--- src/rtl/timer_pkg.sv ---
// Shared constants for the dual down-counting timer: widths, register
// offsets and the bit positions of the control and status fields.
// Assumes exactly two timers; the field layout is fixed by software.
package timer_pkg;
    localparam int DATA_W  = 32;
    localparam int ADDR_W  = 6;
    localparam int PRE_W   = 3;
    localparam int NUM_TMR = 2;
    localparam int NUM_DIV = 2 ** PRE_W;

    localparam logic [ADDR_W-1:0] OFF_CTRL = 6'h00;
    localparam logic [ADDR_W-1:0] OFF_STAT = 6'h04;

    // Reload register offset of timer i
    function automatic logic [ADDR_W-1:0] rld_off(input int i);
        return ADDR_W'(8'h10 + 8 * i);
    endfunction

    // Live count register offset of timer i
    function automatic logic [ADDR_W-1:0] val_off(input int i);
        return ADDR_W'(8'h14 + 8 * i);
    endfunction

    function automatic int en_bit(input int i);
        return 2 * i;
    endfunction

    function automatic int rl_bit(input int i);
        return 2 * i + 1;
    endfunction

    function automatic int ref_bit(input int i);
        return 11 + i;
    endfunction

    function automatic int div_lsb(input int i);
        return 19 + PRE_W * i;
    endfunction

    function automatic int flag_bit(input int i);
        return 8 * i;
    endfunction

    // Mask of all implemented control bits
    function automatic logic [DATA_W-1:0] ctrl_mask();
        logic [DATA_W-1:0] m;
        m = '0;
        for (int i = 0; i < NUM_TMR; i++) begin
            m[en_bit(i)]  = 1'b1;
            m[rl_bit(i)]  = 1'b1;
            m[ref_bit(i)] = 1'b1;
            for (int b = 0; b < PRE_W; b++) begin
                m[div_lsb(i) + b] = 1'b1;
            end
        end
        return m;
    endfunction
endpackage

--- src/rtl/tmr_prescaler.sv ---
// Free-running divider shared by all timers. It emits one strobe per
// division setting: strobe[k] pulses once every 2^k clock cycles
// (strobe[0] is high on every cycle). Assumes nothing about its consumers.
module tmr_prescaler #(
    parameter int PRE_W = 3
) (
    input  logic                  clk,
    input  logic                  rst_n,
    output logic [2**PRE_W-1:0]   strobe
);
    localparam int NDIV  = 2 ** PRE_W;
    localparam int CNT_W = NDIV - 1;

    logic [CNT_W-1:0] cnt_q;

    // Count every cycle; the low bits form the division taps
    always_ff @(posedge clk) begin
        if (!rst_n) cnt_q <= '0;
        else        cnt_q <= cnt_q + 1'b1;
    end

    // Tap k fires when the low k bits are all ones
    genvar k;
    generate
        for (k = 0; k < NDIV; k++) begin : g_tap
            if (k == 0) begin : g_every
                assign strobe[k] = 1'b1;
            end else begin : g_div
                assign strobe[k] = &cnt_q[k-1:0];
            end
        end
    endgenerate

    // the divider advances by one each cycle
    a_r6_free_run: assert property (@(posedge clk) disable iff (!rst_n)
        1'b1 |=> cnt_q == $past(cnt_q) + 1'b1);

    // a divide-by-two tap never fires on two cycles in a row
    a_r6_half_rate: assert property (@(posedge clk) disable iff (!rst_n)
        strobe[1] |=> !strobe[1]);
endmodule

--- src/rtl/tmr_channel.sv ---
// One down-counter with its reload register and event flag.
// It counts on tick while enabled. On a tick that finds the count at zero
// it raises the flag, and then either reloads or, when reload is off,
// disarms until the value register is written again.
// Assumes tick is a one-cycle strobe; a value write wins over a tick.
module tmr_channel #(
    parameter int W = 32
) (
    input  logic          clk,
    input  logic          rst_n,
    input  logic          tick,
    input  logic          enable,
    input  logic          reload_en,
    input  logic          rld_wr,
    input  logic          val_wr,
    input  logic [W-1:0]  wdata,
    input  logic          flag_clr,
    output logic [W-1:0]  reload,
    output logic [W-1:0]  value,
    output logic          flag
);
    logic armed_q;
    logic step;
    logic at_zero;
    logic fire;

    // Decode this cycle's count action
    always_comb begin
        step    = tick && enable && !val_wr;
        at_zero = (value == '0);
        fire    = step && at_zero && (reload_en || armed_q);
    end

    // Reload register: plain write
    always_ff @(posedge clk) begin
        if (!rst_n)      reload <= '0;
        else if (rld_wr) reload <= wdata;
    end

    // Live count and one-shot arming
    always_ff @(posedge clk) begin
        if (!rst_n) begin
            value   <= '0;
            armed_q <= 1'b0;
        end else if (val_wr) begin
            value   <= wdata;
            armed_q <= 1'b1;
        end else if (step) begin
            if (!at_zero)       value   <= value - 1'b1;
            else if (reload_en) value   <= reload;
            else                armed_q <= 1'b0;
        end
    end

    // Event flag: set on expiry, cleared by request, set has priority
    always_ff @(posedge clk) begin
        if (!rst_n) flag <= 1'b0;
        else        flag <= fire || (flag && !flag_clr);
    end

    // a disabled counter holds its count
    a_r7_freeze: assert property (@(posedge clk) disable iff (!rst_n)
        !enable && !val_wr |=> value == $past(value));

    // a tick on a non-zero count decrements by one
    a_r3_decrement: assert property (@(posedge clk) disable iff (!rst_n)
        tick && enable && !val_wr && value != '0 |=> value == $past(value) - 1'b1);

    // a tick at zero with reload on loads the reload value and flags
    a_r4_reload: assert property (@(posedge clk) disable iff (!rst_n)
        tick && enable && !val_wr && value == '0 && reload_en
        |=> value == $past(reload) && flag);

    // a spent one-shot counter raises no new flag
    a_r5_no_retrigger: assert property (@(posedge clk) disable iff (!rst_n)
        !armed_q && !reload_en && !val_wr && !flag |=> !flag);

    // a pending flag survives any cycle without a clear request
    a_r8_flag_sticky: assert property (@(posedge clk) disable iff (!rst_n)
        flag && !flag_clr |=> flag);
endmodule

--- src/rtl/dual_down_timer.sv ---
// Top of the dual down-counting timer: register decode, shared control
// word, status flags with write-zero-to-clear, tick source selection and
// one interrupt line per timer. Assumes a single-cycle bus in which a
// write takes effect at the sampling edge and reads are combinational.
module dual_down_timer
    import timer_pkg::*;
(
    input  logic              clk,
    input  logic              rst_n,
    input  logic              ref_tick,
    input  logic              bus_sel,
    input  logic              bus_wr,
    input  logic [5:0]        bus_addr,
    input  logic [31:0]       bus_wdata,
    output logic [31:0]       bus_rdata,
    output logic [1:0]        irq
);
    localparam logic [DATA_W-1:0] CTRL_MASK = ctrl_mask();

    logic [DATA_W-1:0]  ctrl_q;
    logic [NUM_DIV-1:0] pre_strobe;
    logic               wr_ctrl;
    logic               wr_stat;
    logic [DATA_W-1:0]  rld_val [NUM_TMR];
    logic [DATA_W-1:0]  cnt_val [NUM_TMR];
    logic [NUM_TMR-1:0] flags;

    // Write strobes for the shared registers
    always_comb begin
        wr_ctrl = bus_sel && bus_wr && (bus_addr == OFF_CTRL);
        wr_stat = bus_sel && bus_wr && (bus_addr == OFF_STAT);
    end

    // Control word keeps only implemented bits
    always_ff @(posedge clk) begin
        if (!rst_n)       ctrl_q <= '0;
        else if (wr_ctrl) ctrl_q <= bus_wdata & CTRL_MASK;
    end

    tmr_prescaler #(.PRE_W(PRE_W)) u_pre (
        .clk    (clk),
        .rst_n  (rst_n),
        .strobe (pre_strobe)
    );

    genvar i;
    generate
        for (i = 0; i < NUM_TMR; i++) begin : g_tmr
            logic [PRE_W-1:0] div_sel;
            logic             tick_sel;

            // Pick the reference tick or the prescaled strobe
            always_comb begin
                div_sel  = ctrl_q[div_lsb(i) +: PRE_W];
                tick_sel = ctrl_q[ref_bit(i)] ? ref_tick : pre_strobe[div_sel];
            end

            tmr_channel #(.W(DATA_W)) u_chan (
                .clk       (clk),
                .rst_n     (rst_n),
                .tick      (tick_sel),
                .enable    (ctrl_q[en_bit(i)]),
                .reload_en (ctrl_q[rl_bit(i)]),
                .rld_wr    (bus_sel && bus_wr && bus_addr == rld_off(i)),
                .val_wr    (bus_sel && bus_wr && bus_addr == val_off(i)),
                .wdata     (bus_wdata),
                .flag_clr  (wr_stat && !bus_wdata[flag_bit(i)]),
                .reload    (rld_val[i]),
                .value     (cnt_val[i]),
                .flag      (flags[i])
            );

            assign irq[i] = flags[i];
        end
    endgenerate

    // Read mux over all registers
    always_comb begin
        bus_rdata = '0;
        if (bus_addr == OFF_CTRL) bus_rdata = ctrl_q;
        if (bus_addr == OFF_STAT) begin
            for (int t = 0; t < NUM_TMR; t++) bus_rdata[flag_bit(t)] = flags[t];
        end
        for (int t = 0; t < NUM_TMR; t++) begin
            if (bus_addr == rld_off(t)) bus_rdata = rld_val[t];
            if (bus_addr == val_off(t)) bus_rdata = cnt_val[t];
        end
    end

    // a value write to timer 0 leaves timer 1's count alone while it is off
    a_r10_isolated: assert property (@(posedge clk) disable iff (!rst_n)
        bus_sel && bus_wr && bus_addr == val_off(0) && !ctrl_q[en_bit(1)]
        |=> cnt_val[1] == $past(cnt_val[1]));

    // a control write keeps exactly the implemented bits
    a_r2_ctrl_write: assert property (@(posedge clk) disable iff (!rst_n)
        wr_ctrl |=> ctrl_q == ($past(bus_wdata) & CTRL_MASK));
endmodule

--- config.mk ---
export PLATFORM = sky130hd
export DESIGN_NAME = dual_down_timer
export DESIGN_NICKNAME = d
export VERILOG_FILES = /design/src/rtl/timer_pkg.sv /design/src/rtl/tmr_prescaler.sv /design/src/rtl/tmr_channel.sv /design/src/rtl/dual_down_timer.sv
export SDC_FILE = /design/constraint.sdc
export NUM_CORES = 1
export LEC_CHECK = 0
export ABC_AREA = 1
export CELL_PAD_IN_SITES_DETAIL_PLACEMENT = 1
export CELL_PAD_IN_SITES_GLOBAL_PLACEMENT = 1
export CORE_MARGIN = 2
export CORE_UTILIZATION = 30
export CTS_CLUSTER_SIZE = 30
export DETAILED_ROUTE_END_ITERATION = 10
export DONT_BUFFER_PORTS = 1
export PLACE_DENSITY_LB_ADDON = 0.1
export SLEW_MARGIN = 20
export SYNTH_ARGS = -nofsm -noshare
export SYNTH_HDL_FRONTEND = slang
export SYNTH_HIERARCHICAL = 1
export SYNTH_SLANG_ARGS = --single-unit
--- constraint.sdc ---
create_clock -name clk -period 2.2 [get_ports clk]
set_clock_uncertainty 0.1 [all_clocks]
set_input_delay 0.11 -clock clk [delete_from_list [all_inputs] [get_ports clk]]
set_output_delay 0.11 -clock clk [all_outputs]
set_load 0.005 [all_outputs]
==> flow_summary.toml, run 1 <==
[timing]
fmax_mhz = 406
finalMaxSlewViolations = 0
fin_crit_ns = 2.46
worst_pin_slew_ns = 0.565
final-hold-violation-count = 0
fin_hold_ws_ns = 0.0260
setup_viol = 66
period_share_pct = 112
slew_headroom_pct = 62.1
setup_tns_ns = -11.10
rsz0062_at_grt = "true"
layout_setup_ws_ns = -0.260

[drt]
drt_pass1_iterations = 6
drt_wl_total_um = 48000
route.antenna.remaining_nets = 0
drtIter0Drc = 798
viasPerCell = 5.06
route.detailed.drc = 0
via_count = 11500
routedWlPerCell_um = 21.1

[cts]
numCtsBuffers = 17
cts.sinks = 151
root_buffer = "clkbuf_16"
cts_buffer_depth = 2
insertion_delay_ns = 0.44
clk_pin_slew_ns = 0.07
cts_tree = "done"
htree_levels = 4

[worst_setup_path]
path_cells = "ha_4, nand3_4, inv_2, nand2_2, inv_2, inv_2, buf_6, nand2_2, o211ai_1, nand3_1, nand3_2, nand2_2, nand2_2, buf_4, inv_2, o21ai_4, buf_12, a21boi_0, a21oi_1"
crit_fanout = 24
crit_type = "reg -> reg"
cpPeakStageDelay_ns = 0.36
reg2reg_slack_ns = -0.26
start_kind = "register"
cp.required_ns = 2.41
cp-end-kind = "register"
cp_slowest_cell = "dfxtp_2"
cp.arrival_ns = 2.67

[power]
power.internal_mw = 4.69
switching_power_mw = 1.67
seqPwrFrac_pct = 43.4
p_leak_nw = 6.05
total_power_mw = 6.36
comb_power_share_pct = 8.9
p_per_area_nw_per_um2 = 485
clkPwrFrac_pct = 47.6
irDropWorstVdd_mv = 0.505
swShare_pct = 26.2

[logic_synthesis]
ys_seq_area_share_pct = 30.1
synth_warnings = 6
syn_area_um2 = 10000
synth_flop_cell = "dfxtp_1"
async_flop_share_pct = 0
synth_top_area_share_pct = 30.1
yosys-top-cells-area = "dfxtp_1 30%, nand2_1 17%, nor2_1 13%, nand3_1 6.7%, o21ai_0 6.4%"
synth_cell_types = 39
ys_ff_latch = 151
yosysTopAreaCell = "dfxtp_1"
synth-edff-count = 0
synth_nets = 1732
yosys-top-cells-count = "456 x nand2_1, 340 x nor2_1, 154 x inv_1"
syn_avg_cell_area_um2 = 5.96
synth_cells = 1683
synth_most_common_cell = "nand2_1"

[die]
die-area_um2 = 34900
core_um2 = 32700
die_h_um = 187
fp-row-count = 66
start_util_pct = 30.7
io_pins = 77
dieWidth_um = 187

[outcome]
violations = "negative setup slack"
outcome = "finished, violations left"

[placement]
dpl_worst_slack_ns = -0.287
place_congestion = 0.914
dp_hpwl_um = 35800
port_buffers = 0
dp.cells = 2178
placed_cell_area_um2 = 11200

[grt]
grt_pass1_wl_um = 73100
antenna_found_initial = 3
grt_pass1_vias = 11500
overflow = 0
grt_max_degree = 99
grt_usage_pct = 27.2

[run]
maxCapViolCount = 0

[finish]
drive_gt1_share_pct = 19.5
fin_nets = 1866
final_util_pct = 40.1
areaGrowthSynthToFinish_pct = 30.7
diodes = 0
post-route-cell-area_um2 = 13100
instances_no_fill = 2272

[hold_path]
hold_class = "in -> reg"
[sequential cells by signal, summed over array words and instances, names as in the netlist]
signal / cells
g_tmr.u_chan/value: 64
ctrl_q: 12
g_tmr.u_chan/armed_q: 2
g_tmr.u_chan/flag: 2
u_pre/cnt_q: 7
g_tmr.u_chan/reload: 64
[per-layer routing]
metal  global-route usage, %  routed length (um)  share of wire [%]
met3                    3.15                1640                3.4
met2                    44.5               22200                 46
met4                    5.92                 759                1.6
met1                    38.4               23400                 49
met5                       0                  41              0.085
[worst max-delay path, delay by kind of cell (launching register included)]
kind,cells,cell delay [ns]
buf+inv,7,0.68
simple gates,7,0.54
compound gates,4,0.48
flops,1,0.36
fa+ha+maj,1,0.18
[logic make-up after synthesis]
| group | count (synthesis) | synth area share [%] |
|---|---|---|
| other cells | 1 | 0.0374 |
| compound gates | 253 | 14.2 |
| flops | 151 | 30.1 |
| simple gates | 1024 | 43.1 |
| buf+inv | 228 | 9.97 |
| xor+xnor | 20 | 1.75 |
| fa+ha+maj | 6 | 0.748 |
[path summary, 6_finish.rpt]
path / startpoint / end / cells past startpoint
worst min register to register: g_tmr[1].u_chan/reload[22]$_SDFFE_PN0P_ / g_tmr[1].u_chan/reload[22]$_SDFFE_PN0P_ / 2
worst max-delay path: u_pre/cnt_q[1]$_SDFF_PN0_ / g_tmr[0].u_chan/value[27]$_SDFFE_PN0P_ / 19
worst max register to register: u_pre/cnt_q[1]$_SDFF_PN0_ / g_tmr[0].u_chan/value[27]$_SDFFE_PN0P_ / 19
worst min-delay path: bus_addr[5] / g_tmr[1].u_chan/flag$_SDFF_PN0_ / 6
[power groups by stage]
stage | registers (mW) | clock network, mW | logic [mW]
6_report | 2.76 | 3.03 | 0.569
3_3_place_gp | 2.82 | 0 | 0.366
2_1_floorplan | 2.82 | 0 | 0.259
3_5_place_dp | 2.82 | 0 | 0.372
5_1_grt | 2.76 | 3.19 | 0.612
4_1_cts | 2.76 | 3.08 | 0.543
[area by class of cell]
cell class              count  area, um^2
fillers                  4328       19600
multi-input cells        1304        6590
flip-flops and latches    151        3030
repair buffers            185        1750
inverters                 158         601
well taps                 442         553
clock buffers              21         470
clock inverters            11         123
[cells in the final DEF (no fill, tap or decap), types with 18 or more instances in the layout]
cell           synthesis  routed
nand2_2               20      41
inv_1                154     144
nand4_1               24      24
buf_4                  3     110
nor2_4                12      28
dfxtp_1              151     149
a21oi_1               64      50
nand2_1              456     427
nor2_1               340     317
clkbuf_16              0      18
nor2_2                12      19
o21ai_0              129     126
nand3_1              135     109
dlygate4sd3_1          0      42
nand3_2                1      23
buf_6                 15      19
[what timing repair did]
| action | in CTS | in global routing |
|---|---|---|
| hold endpoints to repair | 151 | 0 |
| hold buffers | 43 | 0 |
| gates resized for setup | 107 | 100 |
| pin swaps | 34 | 45 |
| setup endpoints to repair | 68 | 67 |
| cloned | 8 | 1 |
| setup buffers | 14 | 5 |
No activity file was read; power rests on OpenSTA's default activity.
==> run 2: changes to the inputs <==
CORE_UTILIZATION = 41   (was 30)
SYNTH_HIERARCHICAL = unset   (was 1)
==> run 2 against run 1 <==
Effect of this change: the flow still finishes with violations (negative setup slack); clock-buffer cell count rose by 1; critical path type unchanged; synthesized cell count fell by 9.2%; register-to-register slack improved by 0.17 ns; largest cell class unchanged; global-route usage rose by 5.3 points; first-iteration DRC count rose by 5.5%; non-clock buffer count fell by 30.
==> flow_summary.toml, run 2 <==
[cts]
htree_levels = 4
clk_pin_slew_ns = 0.07
numCtsBuffers = 17
cts.sinks = 151
root_buffer = "clkbuf_16"
cts_buffer_depth = 2
cts_tree = "done"
insertion_delay_ns = 0.43

[timing]
setup_tns_ns = -0.136
rsz0062_at_grt = "true"
period_share_pct = 104
final-hold-violation-count = 0
finalMaxSlewViolations = 0
layout_setup_ws_ns = -0.0925
fin_hold_ws_ns = 0.0218
setup_viol = 6
fmax_mhz = 436
slew_headroom_pct = 56.2
fin_crit_ns = 2.29
worst_pin_slew_ns = 0.657

[power]
p_per_area_nw_per_um2 = 524
p_leak_nw = 5.51
irDropWorstVdd_mv = 0.438
total_power_mw = 6.36

[die]
die-area_um2 = 24700
dieWidth_um = 157
io_pins = 77
die_h_um = 157
core_um2 = 22800
fp-row-count = 55
start_util_pct = 42.0

[drt]
route.antenna.remaining_nets = 0
wl_met1_um = 18100
met2_length_um = 20400
routedWlPerCell_um = 21.5
route.detailed.drc = 0
drt_pass1_iterations = 5
dr_wl_met3_um = 2450
via_count = 11000
viasPerCell = 5.63
drt_wl_total_um = 42200
drtIter0Drc = 842
routed.top_layer = "met5"

[logic_synthesis]
ys_ff_latch = 151
synth_mux_area_share_pct = 0
yosys-top-cells-count = "302 x nand2_1, 290 x nor2_1, 151 x dfxtp_1"
syn_area_um2 = 9600
synth_top_area_share_pct = 31.5
synth_xor_area_share_pct = 2.65
yosys.area_share.simple_pct = 35.4
async_flop_share_pct = 0
synth-edff-count = 0
synth_top_family_by_area = "simple AND/OR/NAND/NOR gates"
synth_flop_cell = "dfxtp_1"
synth_nets = 1578
synthAdderAreaFrac_pct = 0.912
ys_seq_area_share_pct = 31.5
synth_most_common_cell = "nand2_1"
syn_avg_cell_area_um2 = 6.28
synth_cell_types = 44
synth_compound_area_share_pct = 19.5
synth_warnings = 0
yosys-top-cells-area = "dfxtp_1 31%, nand2_1 12%, nor2_1 11%, o21ai_0 7.5%, inv_1 5.7%"
synth_cells = 1528
yosysTopAreaCell = "dfxtp_1"

[finish]
fin_nets = 1682
drive_gt1_share_pct = 18.8
final_util_pct = 53.2
largestRegisters = "g_tmr.u_chan.reload x64, g_tmr.u_chan.value x64, ctrl_q x12"
layout_commonest_cell = "nand2_1"
layout_common_cells = "290 x nand2_1, 261 x nor2_1, 149 x dfxtp_1, 145 x inv_1, 118 x o21ai_0"
areaGrowthSynthToFinish_pct = 26.5

[worst_setup_path]
reg2reg_to = "g_tmr[1].u_chan.value[16]$_SDFFE_PN0P_"
reg2reg_slack_ns = -0.09
start_kind = "register"
crit_fanout = 8
crit_type = "reg -> reg"
rr_worst_depth = 16
r2r-start = "u_pre.cnt_q[1]$_SDFF_PN0_"
cp-end-kind = "register"
cp.arrival_ns = 2.54
cp.required_ns = 2.45

[hold_path]
hold_end = "g_tmr[1].u_chan.reload[11]$_SDFFE_PN0P_"
hp-start = "bus_addr[5]"
hold_class = "in -> reg"
hold_depth = 4

[grt]
overflow = 0
grt_pass1_wl_um = 61100
grt_usage_pct = 32.6
antenna_found_initial = 2
grt_pass1_vias = 11000
grt_max_degree = 144

[run]
maxCapViolCount = 0

[placement]
port_buffers = 0
place_congestion = 0.962
dp_hpwl_um = 30100
dpl_worst_slack_ns = 0.0385

[outcome]
outcome = "finished, violations left"
violations = "negative setup slack"
-- run 2: per-layer routing --
layer,global-route usage [%],vias to the layer above
li1,-,5211
met1,40.9,5400
met2,56.4,345
met3,6.03,76
met4,10.7,2
met5,0,-
-- run 2: timing repair --
action / in CTS / in global routing
resized for setup: 0 / 133
setup endpoints to repair: 0 / 67
endpoints found under the hold margin: 147 / 0
hold buffers: 38 / 0
setup buffers: 0 / 6
-- run 2: worst max-delay path by stage --
stage | end | startpoint | cells after the start | slack, ns
floorplan | g_tmr[1].u_chan.value[27]$_SDFFE_PN0P_ | u_pre.cnt_q[0]$_SDFF_PN0_ | 17 | 0.13
global route | g_tmr[1].u_chan.value[16]$_SDFFE_PN0P_ | u_pre.cnt_q[1]$_SDFF_PN0_ | 16 | -0.16
detailed placement | g_tmr[0].u_chan.value[10]$_SDFFE_PN0P_ | u_pre.cnt_q[0]$_SDFF_PN0_ | 16 | 0.04
CTS | g_tmr[1].u_chan.value[21]$_SDFFE_PN0P_ | u_pre.cnt_q[0]$_SDFF_PN0_ | 14 | 0.002
finish | g_tmr[1].u_chan.value[16]$_SDFFE_PN0P_ | u_pre.cnt_q[1]$_SDFF_PN0_ | 16 | -0.09
global placement | g_tmr[1].u_chan.value[19]$_SDFFE_PN0P_ | u_pre.cnt_q[0]$_SDFF_PN0_ | 16 | 0.09
-- run 2: critical path, stage by stage, from the launching register on --
cell and delay (ns):
dfxtp_2 0.35, ha_4 0.16, nand3_4 0.08, inv_2 0.08, ha_4 0.12, inv_2 0.04, a21oi_2 0.14, nand2_1 0.06
nand2_1 0.05, nand2_1 0.05, nand2_2 0.09, nand2_4 0.07, o21ai_4 0.20, buf_12 0.16, buf_8 0.15, o21ai_1 0.11
nor2_1 0.20
-- run 2: kinds of logic (layout without fill, tap and decap cells) --
group	after synthesis	count (layout)
and+or+nand+nor	776	776
buffers and inverters	225	342
DFF	151	151
xor gates and xnor gates	29	29
adders and majority gates	7	7
other	0	1
AOI/OAI and AO/OA	340	340
-- run 2: area by class of cell --
class | count | area, um^2
fill | 3020 | 10700
multi-input combinational | 1152 | 5990
sequential | 151 | 3030
timing repair buffer | 155 | 1580
inverter | 155 | 594
clock buffer | 22 | 474
tap | 313 | 392
clock inverter | 10 | 96.3
antenna | 1 | 2.50
-- run 2: report_power, final --
part | switching [mW] | leakage, nW | internal (mW)
logic | 0.445 | 4.03 | 0.230
registers | 0.0144 | 1.22 | 2.75
clock network | 1.28 | 0.269 | 1.65
-- run 2: through the flow --
stage               instance area (um^2)  std cells
finish                             12100       1959
global route                       12100       1959
CTS                                11500       1943
detailed placement                 10500       1873
global placement                   10500       1873
floorplan                           9600       1528
==> run 3: changes to the inputs <==
PLACE_DENSITY = 0.74   (was unset)
PLACE_DENSITY_LB_ADDON = unset   (was 0.1)
==> run 3 against run 2 <==
Effect of this change: the flow still finishes with violations (negative setup slack); global-route usage rose by 0.14 points; via count rose by 1.5%; total power rose by 1.9%; final cell count rose by 0.10%; sequential share of layout area rose by 0.18 points; clock power rose by 3%; combinational power rose by 4.1%; critical path depth fell by 1; worst setup slack improved by 0.025 ns; clock-buffer cell count fell by 1; first-iteration DRC count rose by 7.0%; critical endpoint is now g_tmr[1].u_chan.value[28]$_SDFFE_PN0P_.
==> flow_summary.toml, run 3 (synthesized netlist as in run 2, its figures left out) <==
[outcome]
outcome = "finished, violations left"
violations = "negative setup slack"

[worst_setup_path]
critPathTopFamily = "simple AND/OR/NAND/NOR gates"
cp.required_ns = 2.46
critPathBufInv = 4
cpPeakStageDelay_ns = 0.37
cp-end-kind = "register"
crit_type = "reg -> reg"
cp_slowest_cell = "dfxtp_2"
start_kind = "register"
crit_fanout = 5
path_cells = "ha_4, buf_4, ha_4, nand2_1, nand3_1, nand3_1, nand2_1, inv_1, nand2_2, nand2_4, o21ai_4, buf_6, clkbuf_16, nand3_2, a21oi_2"
cp.arrival_ns = 2.53

[timing]
slew_headroom_pct = 55.9
fin_crit_ns = 2.27
period_share_pct = 103
finalMaxSlewViolations = 0
setup_viol = 7
setup_tns_ns = -0.184
worst_pin_slew_ns = 0.661
rsz0062_at_grt = "true"
layout_setup_ws_ns = -0.0673
final-hold-violation-count = 0
fmax_mhz = 441

[drt]
route.antenna.remaining_nets = 0
viasPerCell = 5.71
drt_wl_total_um = 42500
drt_pass1_iterations = 5
route.detailed.drc = 0
drtIter0Drc = 901
via_count = 11200
routedWlPerCell_um = 21.7

[finish]
areaGrowthSynthToFinish_pct = 25.8
drive_gt1_share_pct = 18.0
num-fill-cells = 3050
multi_input_area_um2 = 5950
final_util_pct = 52.9
fin_nets = 1684
largestRegisters = "g_tmr.u_chan.reload x64, g_tmr.u_chan.value x64, ctrl_q x12"
layout_common_cells = "291 x nand2_1, 258 x nor2_1, 146 x dfxtp_1, 144 x inv_1, 116 x o21ai_0"
seqCellArea_um2 = 3030
layout_commonest_cell = "nand2_1"

[die]
core_um2 = 22800
die-area_um2 = 24700
io_pins = 77
dieWidth_um = 157
start_util_pct = 42.0
die_h_um = 157
fp-row-count = 55

[power]
irDropWorstVdd_mv = 0.443
p_per_area_nw_per_um2 = 537
p_leak_nw = 5.51
total_power_mw = 6.49

[cts]
insertion_delay_ns = 0.43
htree_levels = 4
cts_tree = "done"
cts_buffer_depth = 2
clk_pin_slew_ns = 0.07
cts.sinks = 151
root_buffer = "clkbuf_16"
numCtsBuffers = 17

[placement]
dp_hpwl_um = 29700
dpl_worst_slack_ns = 0.00797
port_buffers = 0
place_congestion = 0.916

[grt]
grt_pass1_wl_um = 61500
grt_pass1_vias = 11100
overflow = 0
grt_max_degree = 144
antenna_found_initial = 3
grt_usage_pct = 32.7

[hold_path]
hold_class = "in -> reg"

[run]
maxCapViolCount = 0
run 3: cell count changes in the layout (fill, tap and decap cells not counted), sizes merged:
cell,previous run,this run
inv,155,158
clkbuf,29,24
diode,1,2
dlygate4sd3,37,36
clkinvlp,4,2
clkinv,5,3
buf,111,117
bufbuf,0,1
bufinv,1,2
run 3: per-stage QoR:
stage / cell area (um^2) / std cells / hold WS, ns
2_1_floorplan: 9600 / 1528 / 0.145
3_3_place_gp: 10500 / 1872 / 0.132
3_5_place_dp: 10500 / 1872 / 0.136
4_1_cts: 11500 / 1942 / 0.0142
5_1_grt: 12100 / 1961 / 0.0463
6_report: 12100 / 1961 / 0.0248
run 3: metal layers:
metal / wire length [um] / vias to the layer above / GRT usage (%)
met4: 1640 / 2 / 13.1
met3: 2900 / 101 / 6.86
li1: - / 5223 / -
met5: 9 / - / 0
met1: 17800 / 5452 / 40.5
met2: 20200 / 419 / 55.5
run 3: tightest hold or removal path, cell delays in order:
cell and delay, ns:
nand4_2 0.15, nor2_4 0.12, a21oi_1 0.14
run 3: path summary, 6_finish.rpt:
check,slack [ns],from,cells after the start,end
worst min-delay path,0.02,bus_addr[3],3,g_tmr[1].u_chan.reload[7]$_SDFFE_PN0P_
worst min register to register,0.36,u_pre.cnt_q[6]$_SDFF_PN0_,1,u_pre.cnt_q[6]$_SDFF_PN0_
worst max register to register,-0.07,u_pre.cnt_q[0]$_SDFF_PN0_,15,g_tmr[1].u_chan.value[28]$_SDFFE_PN0P_
worst max-delay path,-0.07,u_pre.cnt_q[0]$_SDFF_PN0_,15,g_tmr[1].u_chan.value[28]$_SDFFE_PN0P_
run 3: area by class of cell:
| type | count | share of cell area (%) |
|---|---|---|
| Timing Repair Buffer | 157 | 12.7 |
| Clock inverter | 10 | 0.995 |
| Sequential cell | 151 | 25.1 |
| Antenna cell | 2 | 0.0414 |
| Tap cell | 313 | 3.24 |
| Inverter | 155 | 4.86 |
| Multi-Input combinational cell | 1152 | 49.2 |
| Clock buffer | 21 | 3.81 |
run 3: where the power goes:
part / internal (mW) / switching [mW] / total (mW)
clock network: 1.74 / 1.28 / 3.02
logic: 0.238 / 0.464 / 0.703
registers: 2.75 / 0.0151 / 2.76
total: 4.72 / 1.76 / 6.49
run 3: repair_timing:
item / 4_1_cts / 5_1_grt
pin swaps: 1 / 23
setup buffers: 1 / 11
hold endpoints to repair: 147 / 0
setup endpoints to repair: 7 / 85
cloned: 1 / 6
hold buffers: 37 / 0
resized for setup: 14 / 118
